[src/rtl/aux_seq_pkg.sv]
package aux_seq_pkg;

  typedef enum logic [1:0] {
    RSP_ACK      = 2'b00,
    RSP_NACK     = 2'b01,
    RSP_I2C_NACK = 2'b10
  } rsp_code_e;

  typedef enum logic [1:0] {
    OP_START = 2'b00,
    OP_BYTE  = 2'b01,
    OP_STOP  = 2'b10
  } i2c_op_e;

  typedef struct packed {
    logic legal;
    logic native;
    logic mot;
    logic rd;
  } cmd_info_t;

  function automatic cmd_info_t decode_cmd(input logic [3:0] c);
    cmd_info_t d;
    d.native = c[3];
    d.mot    = c[2];
    d.rd     = c[0];
    d.legal  = !c[1] && !(c[3] && c[2]);
    return d;
  endfunction

endpackage

[src/rtl/aux_seq_buf.sv]
module aux_seq_buf #(
  parameter int DEPTH = 16,
  parameter int DW    = 8,
  localparam int IW   = $clog2(DEPTH)
) (
  input  logic          clk,
  input  logic          rst_n,
  input  logic          we,
  input  logic [IW-1:0] widx,
  input  logic [DW-1:0] wdata,
  input  logic [IW-1:0] ridx_a,
  output logic [DW-1:0] rdata_a,
  input  logic [IW-1:0] ridx_b,
  output logic [DW-1:0] rdata_b
);

  logic [DEPTH-1:0]         sel;
  logic [DEPTH-1:0][DW-1:0] cell_q;

  generate
    for (genvar g = 0; g < DEPTH; g++) begin : g_sel
      assign sel[g] = we && (widx == IW'(g));
    end
  endgenerate

  always_ff @(posedge clk or negedge rst_n) begin
    if (!rst_n) begin
      cell_q <= '0;
    end else begin
      for (int i = 0; i < DEPTH; i++) begin
        if (sel[i]) cell_q[i] <= wdata;
      end
    end
  end

  assign rdata_a = cell_q[ridx_a];
  assign rdata_b = cell_q[ridx_b];

endmodule

[src/rtl/aux_seq_track.sv]
module aux_seq_track #(
  parameter int AW = 20,
  parameter int CW = 4
) (
  input  logic          clk,
  input  logic          rst_n,
  input  logic          open_set,
  input  logic          close,
  input  logic          remember,
  input  logic [CW-1:0] sto_cmd,
  input  logic [AW-1:0] sto_addr,
  input  logic [CW-1:0] cmp_cmd,
  input  logic [AW-1:0] cmp_addr,
  output logic          is_open,
  output logic          mismatch
);

  logic          open_q;
  logic [CW-1:0] last_cmd_q;
  logic [AW-1:0] last_addr_q;

  always_ff @(posedge clk or negedge rst_n) begin
    if (!rst_n) begin
      open_q      <= 1'b0;
      last_cmd_q  <= '0;
      last_addr_q <= '0;
    end else begin
      if (close)         open_q <= 1'b0;
      else if (open_set) open_q <= 1'b1;
      if (remember) begin
        last_cmd_q  <= sto_cmd;
        last_addr_q <= sto_addr;
      end
    end
  end

  assign is_open  = open_q;
  assign mismatch = (cmp_addr != last_addr_q) || (cmp_cmd != last_cmd_q);

endmodule

[src/rtl/aux_seq_ctrl.sv]
module aux_seq_ctrl
  import aux_seq_pkg::*;
#(
  parameter int AW     = 20,
  parameter int DW     = 8,
  parameter int IW     = 4,
  parameter int DEV_W  = 7
) (
  input  logic             clk,
  input  logic             rst_n,
  input  logic             req_valid,
  output logic             req_ready,
  input  logic [3:0]       req_cmd,
  input  logic [AW-1:0]    req_addr,
  input  logic [IW-1:0]    req_cnt,
  output logic             rsp_valid,
  input  logic             rsp_ready,
  output logic [1:0]       rsp_code,
  output logic             nat_valid,
  input  logic             nat_ready,
  output logic             nat_write,
  output logic [AW-1:0]    nat_addr,
  input  logic             nat_ok,
  input  logic [DW-1:0]    nat_rdata,
  output logic             i2c_valid,
  input  logic             i2c_ready,
  output logic [1:0]       i2c_op,
  output logic [DEV_W-1:0] i2c_dev,
  output logic             i2c_read,
  input  logic             i2c_ack,
  input  logic [DW-1:0]    i2c_rdata,
  output logic [IW-1:0]    byte_idx,
  output logic             cap_we,
  output logic [DW-1:0]    cap_data,
  input  logic             trk_open,
  input  logic             trk_mismatch,
  output logic             trk_set,
  output logic             trk_close,
  output logic             trk_remember,
  output logic [3:0]       cur_cmd,
  output logic [AW-1:0]    cur_addr
);

  typedef enum logic [2:0] {
    S_IDLE, S_NAT, S_PRESTOP, S_START, S_XFER, S_POSTSTOP, S_REPLY
  } state_e;

  state_e        state_q;
  logic [3:0]    cmd_q;
  logic [AW-1:0] addr_q;
  logic [AW-1:0] nat_addr_q;
  logic [IW-1:0] last_q;
  logic [IW-1:0] idx_q;
  rsp_code_e     code_q;
  cmd_info_t     dec_req;
  cmd_info_t     dec_q;

  logic take_req, nat_hs, i2c_hs, last_byte;

  assign dec_req   = decode_cmd(req_cmd);
  assign dec_q     = decode_cmd(cmd_q);
  assign take_req  = (state_q == S_IDLE) && req_valid;
  assign nat_hs    = nat_valid && nat_ready;
  assign i2c_hs    = i2c_valid && i2c_ready;
  assign last_byte = (idx_q == last_q);

  always_ff @(posedge clk or negedge rst_n) begin
    if (!rst_n) begin
      state_q    <= S_IDLE;
      cmd_q      <= '0;
      addr_q     <= '0;
      nat_addr_q <= '0;
      last_q     <= '0;
      idx_q      <= '0;
      code_q     <= RSP_ACK;
    end else begin
      unique case (state_q)
        S_IDLE: begin
          if (take_req) begin
            cmd_q      <= req_cmd;
            addr_q     <= req_addr;
            nat_addr_q <= req_addr;
            last_q     <= req_cnt;
            idx_q      <= '0;
            code_q     <= RSP_ACK;
            if (!dec_req.legal) begin
              code_q  <= RSP_NACK;
              state_q <= S_REPLY;
            end else if (dec_req.native) begin
              state_q <= S_NAT;
            end else if (!dec_req.mot) begin
              state_q <= trk_open ? S_PRESTOP : S_START;
            end else if (!trk_open) begin
              state_q <= S_START;
            end else if (trk_mismatch) begin
              state_q <= S_PRESTOP;
            end else begin
              state_q <= S_XFER;
            end
          end
        end
        S_NAT: begin
          if (nat_hs) begin
            if (!nat_ok) begin
              code_q  <= RSP_NACK;
              state_q <= S_REPLY;
            end else if (last_byte) begin
              code_q  <= RSP_ACK;
              state_q <= S_REPLY;
            end else begin
              idx_q      <= idx_q + 1'b1;
              nat_addr_q <= nat_addr_q + 1'b1;
            end
          end
        end
        S_PRESTOP: begin
          if (i2c_hs) state_q <= S_START;
        end
        S_START: begin
          if (i2c_hs) begin
            if (!i2c_ack) begin
              code_q  <= RSP_I2C_NACK;
              state_q <= S_REPLY;
            end else begin
              state_q <= S_XFER;
            end
          end
        end
        S_XFER: begin
          if (i2c_hs) begin
            if (!i2c_ack) begin
              code_q  <= RSP_I2C_NACK;
              state_q <= S_POSTSTOP;
            end else if (last_byte) begin
              code_q  <= RSP_ACK;
              state_q <= dec_q.mot ? S_REPLY : S_POSTSTOP;
            end else begin
              idx_q <= idx_q + 1'b1;
            end
          end
        end
        S_POSTSTOP: begin
          if (i2c_hs) state_q <= S_REPLY;
        end
        S_REPLY: begin
          if (rsp_ready) state_q <= S_IDLE;
        end
        default: state_q <= S_IDLE;
      endcase
    end
  end

  // request / reply streams
  assign req_ready = (state_q == S_IDLE);
  assign rsp_valid = (state_q == S_REPLY);
  assign rsp_code  = code_q;

  // native port
  assign nat_valid = (state_q == S_NAT);
  assign nat_write = !dec_q.rd;
  assign nat_addr  = nat_addr_q;

  // I2C command port
  always_comb begin
    i2c_valid = 1'b0;
    i2c_op    = OP_BYTE;
    unique case (state_q)
      S_PRESTOP, S_POSTSTOP: begin
        i2c_valid = 1'b1;
        i2c_op    = OP_STOP;
      end
      S_START: begin
        i2c_valid = 1'b1;
        i2c_op    = OP_START;
      end
      S_XFER: begin
        i2c_valid = 1'b1;
        i2c_op    = OP_BYTE;
      end
      default: ;
    endcase
  end
  assign i2c_dev  = addr_q[DEV_W-1:0];
  assign i2c_read = dec_q.rd;

  // buffer capture of read data
  assign byte_idx = idx_q;
  always_comb begin
    cap_we   = 1'b0;
    cap_data = nat_rdata;
    if (nat_hs && nat_ok && dec_q.rd) begin
      cap_we = 1'b1;
    end else if (state_q == S_XFER && i2c_hs && i2c_ack && dec_q.rd) begin
      cap_we   = 1'b1;
      cap_data = i2c_rdata;
    end
  end

  // open-transfer tracker controls
  assign trk_set      = (state_q == S_START) && i2c_hs && i2c_ack;
  assign trk_remember = trk_set && dec_q.mot;
  assign trk_close    = ((state_q == S_PRESTOP || state_q == S_POSTSTOP) && i2c_hs) ||
                        ((state_q == S_START) && i2c_hs && !i2c_ack);
  assign cur_cmd      = cmd_q;
  assign cur_addr     = addr_q;

endmodule

[src/rtl/aux_i2c_seq.sv]
module aux_i2c_seq #(
  parameter int ADDR_W    = 20,
  parameter int DATA_W    = 8,
  parameter int BUF_DEPTH = 16,
  parameter int DEV_W     = 7,
  localparam int IDX_W    = $clog2(BUF_DEPTH)
) (
  input  logic              clk,
  input  logic              rst_n,
  input  logic              req_valid,
  output logic              req_ready,
  input  logic [3:0]        req_cmd,
  input  logic [ADDR_W-1:0] req_addr,
  input  logic [IDX_W-1:0]  req_cnt,
  output logic              rsp_valid,
  input  logic              rsp_ready,
  output logic [1:0]        rsp_code,
  input  logic              buf_we,
  input  logic [IDX_W-1:0]  buf_idx,
  input  logic [DATA_W-1:0] buf_wdata,
  output logic [DATA_W-1:0] buf_rdata,
  output logic              nat_valid,
  input  logic              nat_ready,
  output logic              nat_write,
  output logic [ADDR_W-1:0] nat_addr,
  output logic [DATA_W-1:0] nat_wdata,
  input  logic              nat_ok,
  input  logic [DATA_W-1:0] nat_rdata,
  output logic              i2c_valid,
  input  logic              i2c_ready,
  output logic [1:0]        i2c_op,
  output logic [DEV_W-1:0]  i2c_dev,
  output logic              i2c_read,
  output logic [DATA_W-1:0] i2c_wdata,
  input  logic              i2c_ack,
  input  logic [DATA_W-1:0] i2c_rdata
);

  logic [IDX_W-1:0]  byte_idx;
  logic              cap_we;
  logic [DATA_W-1:0] cap_data;
  logic [DATA_W-1:0] cur_byte;
  logic              trk_open, trk_mismatch, trk_set, trk_close, trk_remember;
  logic [3:0]        cur_cmd;
  logic [ADDR_W-1:0] cur_addr;
  logic              wr_en;
  logic [IDX_W-1:0]  wr_idx;
  logic [DATA_W-1:0] wr_data;

  // internal capture owns the write port while busy; host writes only while idle
  assign wr_en   = cap_we || (buf_we && req_ready);
  assign wr_idx  = cap_we ? byte_idx : buf_idx;
  assign wr_data = cap_we ? cap_data : buf_wdata;

  aux_seq_buf #(
    .DEPTH (BUF_DEPTH),
    .DW    (DATA_W)
  ) u_buf (
    .clk     (clk),
    .rst_n   (rst_n),
    .we      (wr_en),
    .widx    (wr_idx),
    .wdata   (wr_data),
    .ridx_a  (buf_idx),
    .rdata_a (buf_rdata),
    .ridx_b  (byte_idx),
    .rdata_b (cur_byte)
  );

  aux_seq_track #(
    .AW (ADDR_W),
    .CW (4)
  ) u_track (
    .clk      (clk),
    .rst_n    (rst_n),
    .open_set (trk_set),
    .close    (trk_close),
    .remember (trk_remember),
    .sto_cmd  (cur_cmd),
    .sto_addr (cur_addr),
    .cmp_cmd  (req_cmd),
    .cmp_addr (req_addr),
    .is_open  (trk_open),
    .mismatch (trk_mismatch)
  );

  aux_seq_ctrl #(
    .AW    (ADDR_W),
    .DW    (DATA_W),
    .IW    (IDX_W),
    .DEV_W (DEV_W)
  ) u_ctrl (
    .clk          (clk),
    .rst_n        (rst_n),
    .req_valid    (req_valid),
    .req_ready    (req_ready),
    .req_cmd      (req_cmd),
    .req_addr     (req_addr),
    .req_cnt      (req_cnt),
    .rsp_valid    (rsp_valid),
    .rsp_ready    (rsp_ready),
    .rsp_code     (rsp_code),
    .nat_valid    (nat_valid),
    .nat_ready    (nat_ready),
    .nat_write    (nat_write),
    .nat_addr     (nat_addr),
    .nat_ok       (nat_ok),
    .nat_rdata    (nat_rdata),
    .i2c_valid    (i2c_valid),
    .i2c_ready    (i2c_ready),
    .i2c_op       (i2c_op),
    .i2c_dev      (i2c_dev),
    .i2c_read     (i2c_read),
    .i2c_ack      (i2c_ack),
    .i2c_rdata    (i2c_rdata),
    .byte_idx     (byte_idx),
    .cap_we       (cap_we),
    .cap_data     (cap_data),
    .trk_open     (trk_open),
    .trk_mismatch (trk_mismatch),
    .trk_set      (trk_set),
    .trk_close    (trk_close),
    .trk_remember (trk_remember),
    .cur_cmd      (cur_cmd),
    .cur_addr     (cur_addr)
  );

  assign nat_wdata = cur_byte;
  assign i2c_wdata = cur_byte;

endmodule

[config.mk]
export PLATFORM = sky130hd
export DESIGN_NAME = aux_i2c_seq
export DESIGN_NICKNAME = d
export VERILOG_FILES = /design/src/rtl/aux_seq_pkg.sv /design/src/rtl/aux_seq_buf.sv /design/src/rtl/aux_seq_track.sv /design/src/rtl/aux_seq_ctrl.sv /design/src/rtl/aux_i2c_seq.sv
export SDC_FILE = /design/constraint.sdc
export NUM_CORES = 1
export LEC_CHECK = 0
export BUFFER_PORTS_ARGS = -buffer_cell sky130_fd_sc_hd__buf_2
export CAP_MARGIN = 20
export CORE_MARGIN = 1
export CORE_UTILIZATION = 54
export CTS_CLUSTER_SIZE = 8
export DETAILED_ROUTE_END_ITERATION = 10
export PLACE_DENSITY_LB_ADDON = 0.12
export RECOVER_POWER = 100
export SETUP_SLACK_MARGIN = 0.1
export SLEW_MARGIN = 30
export SYNTH_ARGS = -nofsm -noshare
export SYNTH_HDL_FRONTEND = slang
export SYNTH_SLANG_ARGS = --single-unit
[constraint.sdc]
create_clock -name clk -period 3.2 [get_ports clk]
set_clock_uncertainty 0.2 [all_clocks]
set_input_delay 0.64 -clock clk [delete_from_list [all_inputs] [get_ports clk]]
set_output_delay 0.64 -clock clk [all_outputs]
set_load 0.01 [all_outputs]
Word-level counts from Yosys, hierarchy flattened --
Index checks and enable logic that the tools add are counted.
Storage, ports and cells: bits in registers 210, bits of input ports 65, logic and storage cells 176
Operators by class: $lt $le $gt $ge 2, muxes and demuxes 56, equality and inequality tests 37, add/subtract/negate cells 2, reductions and logical operators 53
Operators with widths (count):
- $mux 20 | 4
- $bmux 8 s4 | 2
- $mux 3 | 16
- $mux 8 | 5
- $pmux 20 s2 | 1
- $eq 4x4->1 const B | 8
- $logic_and 1x1->1 | 32
- $mux 4 | 7
- $pmux 3 s7 | 1
- $add 20x1->20 const B | 1
- $mux 2 | 10
- $ne 20x20->1 | 1
- $eq 4x3->1 const B | 4
- $ne 2x1->1 const B | 6
- $pmux 4 s3 | 1
- $reduce_and 6->1 | 2
- $lt 4x5->1 const B | 2
- $ne 2x2->1 const B | 5
- $eq 3x3->1 const B | 3
- $reduce_and 9->1 | 1
- $eq 4x2->1 const B | 2
- $pmux 2 s4 | 1
- $mux 1 | 7
- $eq 3x2->1 const B | 2
- other kinds (19) | 26

Longest topological paths before layout --
Gate-level depths: netlist of the first run.
depth in word-level cells 12, mapped depth 11, depth with buffers taken out 7

Modules after synthesis --
From an unflattened synthesis of the first run, not the netlist that was laid out.
Second synthesis, totals: cells, all modules 944, area total of the unflattened synthesis 11522.3 um2
By module, submodules not included:
- aux_seq_buf | cells each 434, instances 1, area each 6754.0 um2
- aux_seq_ctrl | cells each 402, instances 1, area each 3329.4 um2
- aux_seq_track | cells each 86, instances 1, area each 1189.9 um2
- aux_i2c_seq | cells each 22, instances 1, area each 249.0 um2

Worst setup path before layout of the first run --
Ideal clock, no wire load.
path type flip-flop to output port, from register u_ctrl.idx_q[0] (netlist: u_ctrl.byte_idx[0]), to output nat_wdata[0], cell stages (with the launch flop) 6, data required time 2.360 ns, arrival 2.332 ns, slack 0.028 ns, path through dfrtp_1 buf_2 buf_1 mux4_2 mux4_2 buf_4
Between the ends: longest elaborated chain between the ends 2
Ends and longest elaborated chain:
- start: declaration | RTL line aux_seq_ctrl.sv:53 | logic [IW-1:0] idx_q;
- start signal: assignment | RTL line aux_seq_ctrl.sv:111 | idx_q <= idx_q + 1'b1;
- start signal: assignment | RTL line aux_seq_ctrl.sv:138 | idx_q <= idx_q + 1'b1;
- $bmux 8 s4 | RTL line aux_seq_buf.sv:37 | assign rdata_b = cell_q[ridx_b];
- $mux 8 (not written as such) | RTL line aux_seq_buf.sv:37
- end: declaration | RTL line aux_i2c_seq.sv:26 | output logic [DATA_W-1:0] nat_wdata,
No other way between the ends. The select of a mux whose other input is x is not followed.

Worst setup path after layout of the first run --
from register u_ctrl.idx_q[0] (netlist: u_ctrl.byte_idx[0]), to output nat_wdata[3]
Same word-level chain as after synthesis.

==> flow_results.xml, run 1 <==
<?xml version="1.0" encoding="UTF-8"?>
<metrics>
  <group name="status">
    <metric name="run_status" unit="">finished with violations</metric>
    <metric name="failed_checks" unit="">capacitance limit, slew limit, setup timing</metric>
  </group>
  <group name="sta">
    <metric name="hold_violations" unit="">0</metric>
    <metric name="unrepaired_setup_endpoints_after_global_routing" unit="">yes</metric>
    <metric name="final_period_minus_worst_setup_slack" unit="ns">3.24</metric>
    <metric name="actual_transition_at_the_worst_max_transition_pin" unit="ns">1.94</metric>
    <metric name="fin_tns_setup" unit="ns">-0.190</metric>
    <metric name="min_period_over_period" unit="">1.01</metric>
    <metric name="final_layout_worst_hold_slack" unit="ns">0.122</metric>
    <metric name="max_slew_margin" unit="">-0.293</metric>
    <metric name="timing.final.ws_setup" unit="ns">-0.0442</metric>
    <metric name="setup_viol" unit="">10</metric>
    <metric name="report.final.slew_viol_count" unit="">75</metric>
    <metric name="max_freq" unit="MHz">308</metric>
  </group>
  <group name="critical_path">
    <metric name="cp.arrival" unit="ns">2.40</metric>
    <metric name="critPathMaxFanout" unit="">25</metric>
    <metric name="ff2ff_setup_slack" unit="ns">0.09</metric>
    <metric name="critical_path_class" unit="">reg2out</metric>
    <metric name="worstPathRequired" unit="ns">2.36</metric>
    <metric name="setup.worst_path.start_class" unit="">register</metric>
    <metric name="rr_endpoint" unit="">u_buf.cell_q[8]</metric>
    <metric name="worstRegToRegCells" unit="">8</metric>
    <metric name="timing.rr.start" unit="">u_ctrl.state_q[2]</metric>
    <metric name="endpoint_kind_of_the_worst_setup_timing_path" unit="">output port</metric>
  </group>
  <group name="clock_network">
    <metric name="cts-root-to-sink-buffers" unit="">3</metric>
    <metric name="worstSkewPairLatency" unit="ns">0.55</metric>
    <metric name="cts_tree" unit="">yes</metric>
    <metric name="post_cts_buffers" unit="">0</metric>
    <metric name="clock-sinks" unit="">210</metric>
    <metric name="cts_htree_levels" unit="">1</metric>
    <metric name="cts_made_buffers" unit="">30</metric>
    <metric name="cts.root.buffer_cell" unit="">clkbuf_16</metric>
    <metric name="clk_transition_reported_paths" unit="ns">0.05</metric>
  </group>
  <group name="floorplanning">
    <metric name="io_pins" unit="">126</metric>
    <metric name="die-height" unit="µm">149</metric>
    <metric name="dieArea" unit="µm²">22200</metric>
    <metric name="core_region_area" unit="µm²">21100</metric>
    <metric name="initial_core_util" unit="">0.553</metric>
    <metric name="die_w" unit="µm">149</metric>
    <metric name="rows" unit="">53</metric>
  </group>
  <group name="final_layout">
    <metric name="antenna_cells" unit="">0</metric>
    <metric name="final_layout_size_suffix_gt1_frac" unit="">0.398</metric>
    <metric name="fin_nets" unit="">1108</metric>
    <metric name="sequential_cell_area" unit="µm²">5260</metric>
    <metric name="multiInputGateArea" unit="µm²">5920</metric>
    <metric name="layout-area-overhead-vs-synth" unit="%">14.2</metric>
    <metric name="num-fill-cells" unit="">1679</metric>
  </group>
  <group name="pwr">
    <metric name="total_power" unit="W">0.0121</metric>
    <metric name="peakVddDrop" unit="V">0.000601</metric>
    <metric name="netSwitchingFraction" unit="">0.345</metric>
    <metric name="power.sequential.fraction" unit="">0.388</metric>
    <metric name="internal-power" unit="W">0.00790</metric>
    <metric name="power.leakage" unit="nW">6.11</metric>
    <metric name="clockPowerShare" unit="">0.226</metric>
    <metric name="switchingPower" unit="W">0.00417</metric>
    <metric name="power_per_cell_area" unit="nW/µm²">906</metric>
    <metric name="combinationalPowerShare" unit="">0.386</metric>
  </group>
  <group name="global_route">
    <metric name="globalRoute.totalOverflow" unit="">0</metric>
    <metric name="track_usage" unit="">0.274</metric>
    <metric name="maximum_number_of_pins_on_one_net_before_global_route_repair" unit="">75</metric>
    <metric name="antenna_found_initial" unit="">0</metric>
    <metric name="grt_pass1_wl" unit="mm">46.3</metric>
    <metric name="grt_pass1_vias" unit="">8051</metric>
  </group>
  <group name="yosys">
    <metric name="synth_area" unit="µm²">11700</metric>
    <metric name="avgSynthCellArea" unit="µm²">12.7</metric>
    <metric name="synth.distinct_cells" unit="">70</metric>
    <metric name="combinational_family_with_the_most_area_after_synthesis" unit="">multiplexers</metric>
    <metric name="number_of_flops_mapped_to_enable_cells_by_yosys" unit="">0</metric>
    <metric name="yosys_warnings" unit="">0</metric>
    <metric name="xor_and_xnor_fraction_of_the_mapped_netlist_area" unit="">0.0203</metric>
    <metric name="ys_async_sr_fraction" unit="">1.00</metric>
    <metric name="ys_seq_area_frac" unit="">0.450</metric>
    <metric name="postSynthNetCount" unit="">985</metric>
    <metric name="synthSimpleGateAreaFrac" unit="">0.0871</metric>
    <metric name="synthFlopType" unit="">dfrtp_1</metric>
    <metric name="synth_compound_area_frac" unit="">0.0893</metric>
    <metric name="yosys_register_bits" unit="">210</metric>
    <metric name="synth_mux_area_frac" unit="">0.311</metric>
    <metric name="yosys.area_share.adder" unit="">0.00215</metric>
    <metric name="synth_cells" unit="">918</metric>
  </group>
  <group name="place">
    <metric name="placement.io_buffers" unit="">125</metric>
    <metric name="post-place-ws" unit="ns">0.127</metric>
    <metric name="routabilityCongestion" unit="">0.828</metric>
    <metric name="post-dp-hpwl" unit="mm">19.2</metric>
  </group>
  <group name="worst_hold_path">
    <metric name="endpoint_with_the_worst_hold_slack" unit="">u_ctrl.last_q[2]</metric>
    <metric name="type_of_the_tightest_min_delay_check" unit="">in2reg</metric>
    <metric name="timing.hold.worst_path_depth" unit="">3</metric>
    <metric name="hold_path.startpoint" unit="">req_cnt[2]</metric>
  </group>
  <group name="route">
    <metric name="vias_per_cell" unit="">6.18</metric>
    <metric name="detail_route.drc_violations" unit="">0</metric>
    <metric name="first_pass_iters" unit="">5</metric>
    <metric name="final_antenna_net_count" unit="">0</metric>
    <metric name="route.detailed.wl_per_inst" unit="µm">22.2</metric>
    <metric name="detail_route.iter0.violations" unit="">423</metric>
    <metric name="vias_post_dr" unit="">8134</metric>
    <metric name="wirelength" unit="mm">29.2</metric>
  </group>
  <group name="flow_run">
    <metric name="drv.max_cap_violation_count" unit="">1</metric>
  </group>
</metrics>
==> sequential cells by signal (all words and copies together) (netlist names) <==
name                 cells
u_track.is_open          1
u_ctrl.nat_addr         20
u_ctrl.last_q            4
u_ctrl.byte_idx          4
u_buf.cell_q           128
u_ctrl.cur_addr         20
u_track.last_addr_q     20
u_ctrl.state_q           3
u_ctrl.rsp_code          2
u_ctrl.cur_cmd           4
u_track.last_cmd_q       4
==> worst max-delay path by stage <==
stage / startpoint / endpoint / slack, ns / depth (start not counted)
2_1_floorplan: buf_idx[0] / buf_rdata[1] / 0.10 / 4
3_3_place_gp: buf_idx[0] / buf_rdata[1] / 0.12 / 5
3_5_place_dp: buf_idx[0] / buf_rdata[1] / 0.13 / 5
4_1_cts: u_ctrl.byte_idx[0] / nat_wdata[3] / -0.06 / 4
5_1_grt: u_ctrl.byte_idx[0] / nat_wdata[3] / -0.1 / 4
6_report: u_ctrl.byte_idx[0] / nat_wdata[3] / -0.04 / 4
==> stage by stage <==
stage / std cells / utilization / cell area (µm²)
after global routing: 1317 / 0.632 / 13300
after CTS: 1316 / 0.640 / 13500
after global placement: 1282 / 0.602 / 12700
final: 1317 / 0.632 / 13300
after floorplan: 918 / - / 11700
after detailed placement: 1282 / 0.602 / 12700
==> synthesized netlist by cell type, types with 3 or more instances <==
cell type,count,area share
nor2_1,12,0.0039
a2bb2oi_4,3,0.0068
nand3_1,14,0.0060
nand2b_1,9,0.0048
buf_1,6,0.0019
clkbuf_1,29,0.0093
nand2_1,115,0.037
xnor2_1,9,0.0068
and3_1,5,0.0027
mux2_1,5,0.0048
mux2_4,8,0.010
a21oi_2,4,0.0030
o22ai_1,8,0.0043
o22ai_2,4,0.0043
xor2_1,18,0.014
mux2i_1,9,0.0077
clkbuf_2,3,0.0013
dfrtp_1,210,0.45
mux2_2,139,0.13
nand4_1,12,0.0064
o22a_1,4,0.0030
or2_2,3,0.0016
a22o_1,4,0.0030
o22ai_4,5,0.0086
nor4_1,4,0.0021
inv_1,10,0.0032
o21ai_1,8,0.0034
and2_1,3,0.0016
mux4_2,80,0.15
nor3_1,7,0.0030
buf_4,19,0.012
nor2b_1,6,0.0032
buf_2,21,0.0090
a21o_1,6,0.0039
or3_1,7,0.0038
a21oi_1,41,0.018
o21ai_0,25,0.011
==> cell type report <==
cell class              instances  area share
clock inverters                 2     0.00188
repair buffers                171      0.0735
multi-input cells             617       0.444
inverters                      11     0.00310
clock buffers                  31      0.0566
well taps                     275      0.0258
flip-flops and latches        210       0.395
==> kinds of logic after synthesis <==
kind of cell    Yosys count
simple gates            211
flops                   210
xor+xnor                 27
buf+inv                  91
mux                     241
compound gates          136
fa+ha+maj                 2
==> routing by layer <==
metal / routed length (µm) / track usage / vias up / share of wire
li1: - / - / 3651 / -
met1: 13500 / 0.420 / 4186 / 0.46
met2: 13400 / 0.420 / 265 / 0.46
met3: 1940 / 0.0370 / 32 / 0.067
met4: 410 / 0.0515 / 0 / 0.014
met5: 0 / 0 / - / 0
==> cell usage in the layout, fill, tap and decap left out, types with 8 or more instances in the layout <==
master | synthesis | final
o21ai_0 | 25 | 25
xnor2_1 | 9 | 9
nor2_1 | 12 | 11
nand2b_1 | 9 | 9
buf_2 | 21 | 88
nand3_1 | 14 | 15
buf_4 | 19 | 21
dfrtp_1 | 210 | 209
inv_1 | 10 | 11
nor3_1 | 7 | 8
clkbuf_1 | 29 | 42
mux4_2 | 80 | 80
mux2_1 | 5 | 11
clkbuf_2 | 3 | 8
nand2_1 | 115 | 115
clkbuf_16 | 0 | 30
o22ai_1 | 8 | 8
a21oi_1 | 41 | 42
nand4_1 | 12 | 12
mux2_2 | 139 | 139
mux2i_1 | 9 | 9
xor2_1 | 18 | 18
==> worst max-delay path: stages, from the launching register on <==
cell and delay (ns):
dfrtp_2 0.41, buf_12 0.22, mux4_2 0.53, mux4_2 0.51
buf_2 0.17
==> what timing repair did <==
item                                   CTS  global route
cloned                                   0             1
hold buffers                             1             0
setup endpoints to repair               16            18
gates resized for setup                  0             2
endpoints found under the hold margin   69             0
==> power by group through the flow <==
stage	Clock (W)	Combinational [W]	Sequential, W
after detailed placement	0	0.00478	0.00468
after CTS	0.00279	0.00480	0.00465
final	0.00273	0.00466	0.00468
after global routing	0.00289	0.00509	0.00483
after global placement	0	0.00469	0.00465
after floorplan	0	0.00359	0.00445
No activity file was read; power rests on OpenSTA's default activity.
==> inputs of run 2 (changes only) <==
Settings changed: BUFFER_PORTS_ARGS -buffer_cell sky130_fd_sc_hd__buf_2 to default, CORE_UTILIZATION 54 to 58, DONT_BUFFER_PORTS from default to 1.
==> run 2 against run 1 <==
- the run ends with hold timing left
- count of clock-buffer cells in the layout is 2 higher
- clock power grew 2%
- critical path depth shrank 1
- total power shrank 2.6%
- hold slack got worse by 0.54 ns
- combinational power decreased by 11%
- die area shrank 6.8%
- first-iteration DRC count up 36%
- cell area is 4.9% lower
- critical path type unchanged
- largest cell class unchanged
==> flow_results.xml, run 2 (same netlist as run 1, synthesis figures left out) <==
<?xml version="1.0" encoding="UTF-8"?>
<metrics>
  <group name="clock_network">
    <metric name="cts_made_buffers" unit="">30</metric>
    <metric name="clk_transition_reported_paths" unit="ns">0.05</metric>
    <metric name="worstSkewPairLatency" unit="ns">0.55</metric>
    <metric name="cts-root-to-sink-buffers" unit="">3</metric>
    <metric name="cts_hold_buffers" unit="">13</metric>
    <metric name="cts_tree" unit="">yes</metric>
    <metric name="cts.root.buffer_cell" unit="">clkbuf_16</metric>
    <metric name="clock-sinks" unit="">210</metric>
    <metric name="cts_htree_levels" unit="">1</metric>
  </group>
  <group name="place">
    <metric name="routabilityCongestion" unit="">0.902</metric>
    <metric name="post-place-ws" unit="ns">0.213</metric>
    <metric name="placed_cells" unit="">1135</metric>
    <metric name="post-dp-hpwl" unit="mm">19.9</metric>
    <metric name="placement.io_buffers" unit="">0</metric>
  </group>
  <group name="route">
    <metric name="final_antenna_net_count" unit="">0</metric>
    <metric name="wirelength" unit="mm">30.3</metric>
    <metric name="vias_post_dr" unit="">7942</metric>
    <metric name="vias_per_cell" unit="">6.69</metric>
    <metric name="route.detailed.wl_per_inst" unit="µm">25.6</metric>
    <metric name="detail_route.iter0.violations" unit="">576</metric>
    <metric name="detail_route.drc_violations" unit="">0</metric>
    <metric name="first_pass_iters" unit="">7</metric>
  </group>
  <group name="final_layout">
    <metric name="num-fill-cells" unit="">1504</metric>
    <metric name="leading_cell_types_in_the_layout_fill_and_taps_excluded" unit="">dfrtp_1 (209), mux2_2 (139), nand2_1 (115)</metric>
    <metric name="fin_nets" unit="">985</metric>
    <metric name="layout.cells.most_common" unit="">dfrtp_1</metric>
    <metric name="layout_cells_excl_fill" unit="">1187</metric>
    <metric name="largest-register" unit="">u_buf.cell_q</metric>
    <metric name="final_layout_size_suffix_gt1_frac" unit="">0.339</metric>
    <metric name="layout-area-overhead-vs-synth" unit="%">8.62</metric>
    <metric name="largest_reg_flops" unit="">128</metric>
  </group>
  <group name="sta">
    <metric name="report.final.slew_viol_count" unit="">0</metric>
    <metric name="fin_tns_setup" unit="ns">0</metric>
    <metric name="max_slew_margin" unit="">0.304</metric>
    <metric name="unrepaired_setup_endpoints_after_global_routing" unit="">yes</metric>
    <metric name="min_period_over_period" unit="">1.00</metric>
    <metric name="final_period_minus_worst_setup_slack" unit="ns">3.20</metric>
    <metric name="timing.final.ws_setup" unit="ns">0.00121</metric>
    <metric name="actual_transition_at_the_worst_max_transition_pin" unit="ns">1.04</metric>
    <metric name="final_layout_worst_hold_slack" unit="ns">-0.414</metric>
    <metric name="hold_violations" unit="">210</metric>
    <metric name="max_freq" unit="MHz">313</metric>
    <metric name="setup_viol" unit="">0</metric>
  </group>
  <group name="global_route">
    <metric name="track_usage" unit="">0.308</metric>
    <metric name="grt_pass1_vias" unit="">8216</metric>
    <metric name="globalRoute.totalOverflow" unit="">0</metric>
    <metric name="grt_pass1_wl" unit="mm">47.4</metric>
    <metric name="maximum_number_of_pins_on_one_net_before_global_route_repair" unit="">211</metric>
    <metric name="antenna_found_initial" unit="">1</metric>
  </group>
  <group name="critical_path">
    <metric name="critPathMaxFanout" unit="">12</metric>
    <metric name="endpoint_kind_of_the_worst_setup_timing_path" unit="">output port</metric>
    <metric name="cp.arrival" unit="ns">2.36</metric>
    <metric name="worstPathRequired" unit="ns">2.36</metric>
    <metric name="setup.worst_path.start_class" unit="">register</metric>
    <metric name="timing.rr.start" unit="">u_ctrl.state_q[0]</metric>
    <metric name="cp.buffers_inverters" unit="">1</metric>
    <metric name="list_of_cells_traversed_by_the_critical_path" unit="">buf_12, mux4_2, mux4_2</metric>
    <metric name="critical_path_class" unit="">reg2out</metric>
    <metric name="worst_setup_path_startpoint" unit="">u_ctrl.byte_idx[0]</metric>
    <metric name="path_common_cell" unit="">mux4_2</metric>
    <metric name="critPathMaxStageDelay" unit="ns">0.58</metric>
    <metric name="cpMaxStageDelayCell" unit="">mux4_2</metric>
    <metric name="critical-path-top-delay-family" unit="">multiplexers</metric>
  </group>
  <group name="status">
    <metric name="failed_checks" unit="">hold timing</metric>
    <metric name="run_status" unit="">finished with violations</metric>
  </group>
  <group name="flow_run">
    <metric name="drv.max_cap_violation_count" unit="">0</metric>
  </group>
  <group name="pwr">
    <metric name="power.leakage" unit="nW">5.66</metric>
    <metric name="power_per_cell_area" unit="nW/µm²">927</metric>
    <metric name="total_power" unit="W">0.0118</metric>
    <metric name="peakVddDrop" unit="V">0.000559</metric>
  </group>
  <group name="floorplanning">
    <metric name="initial_core_util" unit="">0.596</metric>
    <metric name="io_pins" unit="">126</metric>
    <metric name="die_w" unit="µm">144</metric>
    <metric name="core_region_area" unit="µm²">19600</metric>
    <metric name="die-height" unit="µm">144</metric>
    <metric name="dieArea" unit="µm²">20700</metric>
    <metric name="rows" unit="">51</metric>
  </group>
  <group name="worst_hold_path">
    <metric name="type_of_the_tightest_min_delay_check" unit="">in2async</metric>
  </group>
</metrics>
[run 2: through the flow]
stage          utilization  cell area [µm²]
2_1_floorplan            -            11700
4_1_cts              0.655            12800
3_3_place_gp         0.606            11900
3_5_place_dp         0.606            11900
6_report             0.647            12700
5_1_grt              0.647            12700
[run 2: layout make-up]
class	instances	area, µm²	area share
diodes	2	5.00	0.000395
clock buffers	33	783	0.0618
clock inverters	1	7.51	0.000592
inverters	11	41.3	0.00326
multi-input cells	617	5870	0.463
flip-flops and latches	210	5260	0.415
well taps	265	332	0.0262
repair buffers	48	375	0.0296
[run 2: timing repair]
action | CTS | global route
resized for setup | 1 | 1
setup buffers | 3 | 0
endpoints found under the hold margin | 223 | 210
pin swaps | 0 | 0
gates cloned | 0 | 0
endpoints found under the setup margin | 16 | 17
[run 2: where the power goes]
part | leakage (nW) | internal [W] | switching, W | total [W]
registers | 2.73 | 0.00378 | 0.00106 | 0.00484
clock network | 0.385 | 0.00168 | 0.00110 | 0.00278
logic | 2.55 | 0.00223 | 0.00190 | 0.00413
total | 5.66 | 0.00770 | 0.00405 | 0.0118
[run 2: worst paths after layout]
| kind | endpoint | slack (ns) | depth (start not counted) |
|---|---|---|---|
| max | i2c_wdata[6] | 0.001 | 3 |
| min | u_ctrl.rsp_code[1] | -0.41 | 0 |
| max reg2reg | u_buf.cell_q[84] | 0.15 | 8 |
| min reg2reg | u_ctrl.cur_addr[11] | 0.27 | 2 |
| max in group asynchronous | u_track.last_addr_q[8] | 2.65 | 0 |
| min in group clk | u_ctrl.last_q[3] | 0.01 | 2 |
[run 2: worst reg2reg max path: cells and delay by family, from the launching register on]
| kind | cells | cell delay, ns |
|---|---|---|
| AO/OA/AOI/OAI | 1 | 0.49 |
| buffers and inverters | 2 | 0.44 |
| flip-flops | 1 | 0.47 |
| multiplexers | 1 | 0.36 |
| AND/OR/NAND/NOR | 4 | 0.96 |
[run 2: metal layers]
metal / vias to the layer above / routed length, µm / global-route usage
li1: 3393 / - / -
met1: 4166 / 12600 / 0.422
met2: 316 / 14500 / 0.487
met3: 65 / 2350 / 0.0716
met4: 2 / 886 / 0.0985
met5: - / 13 / 0
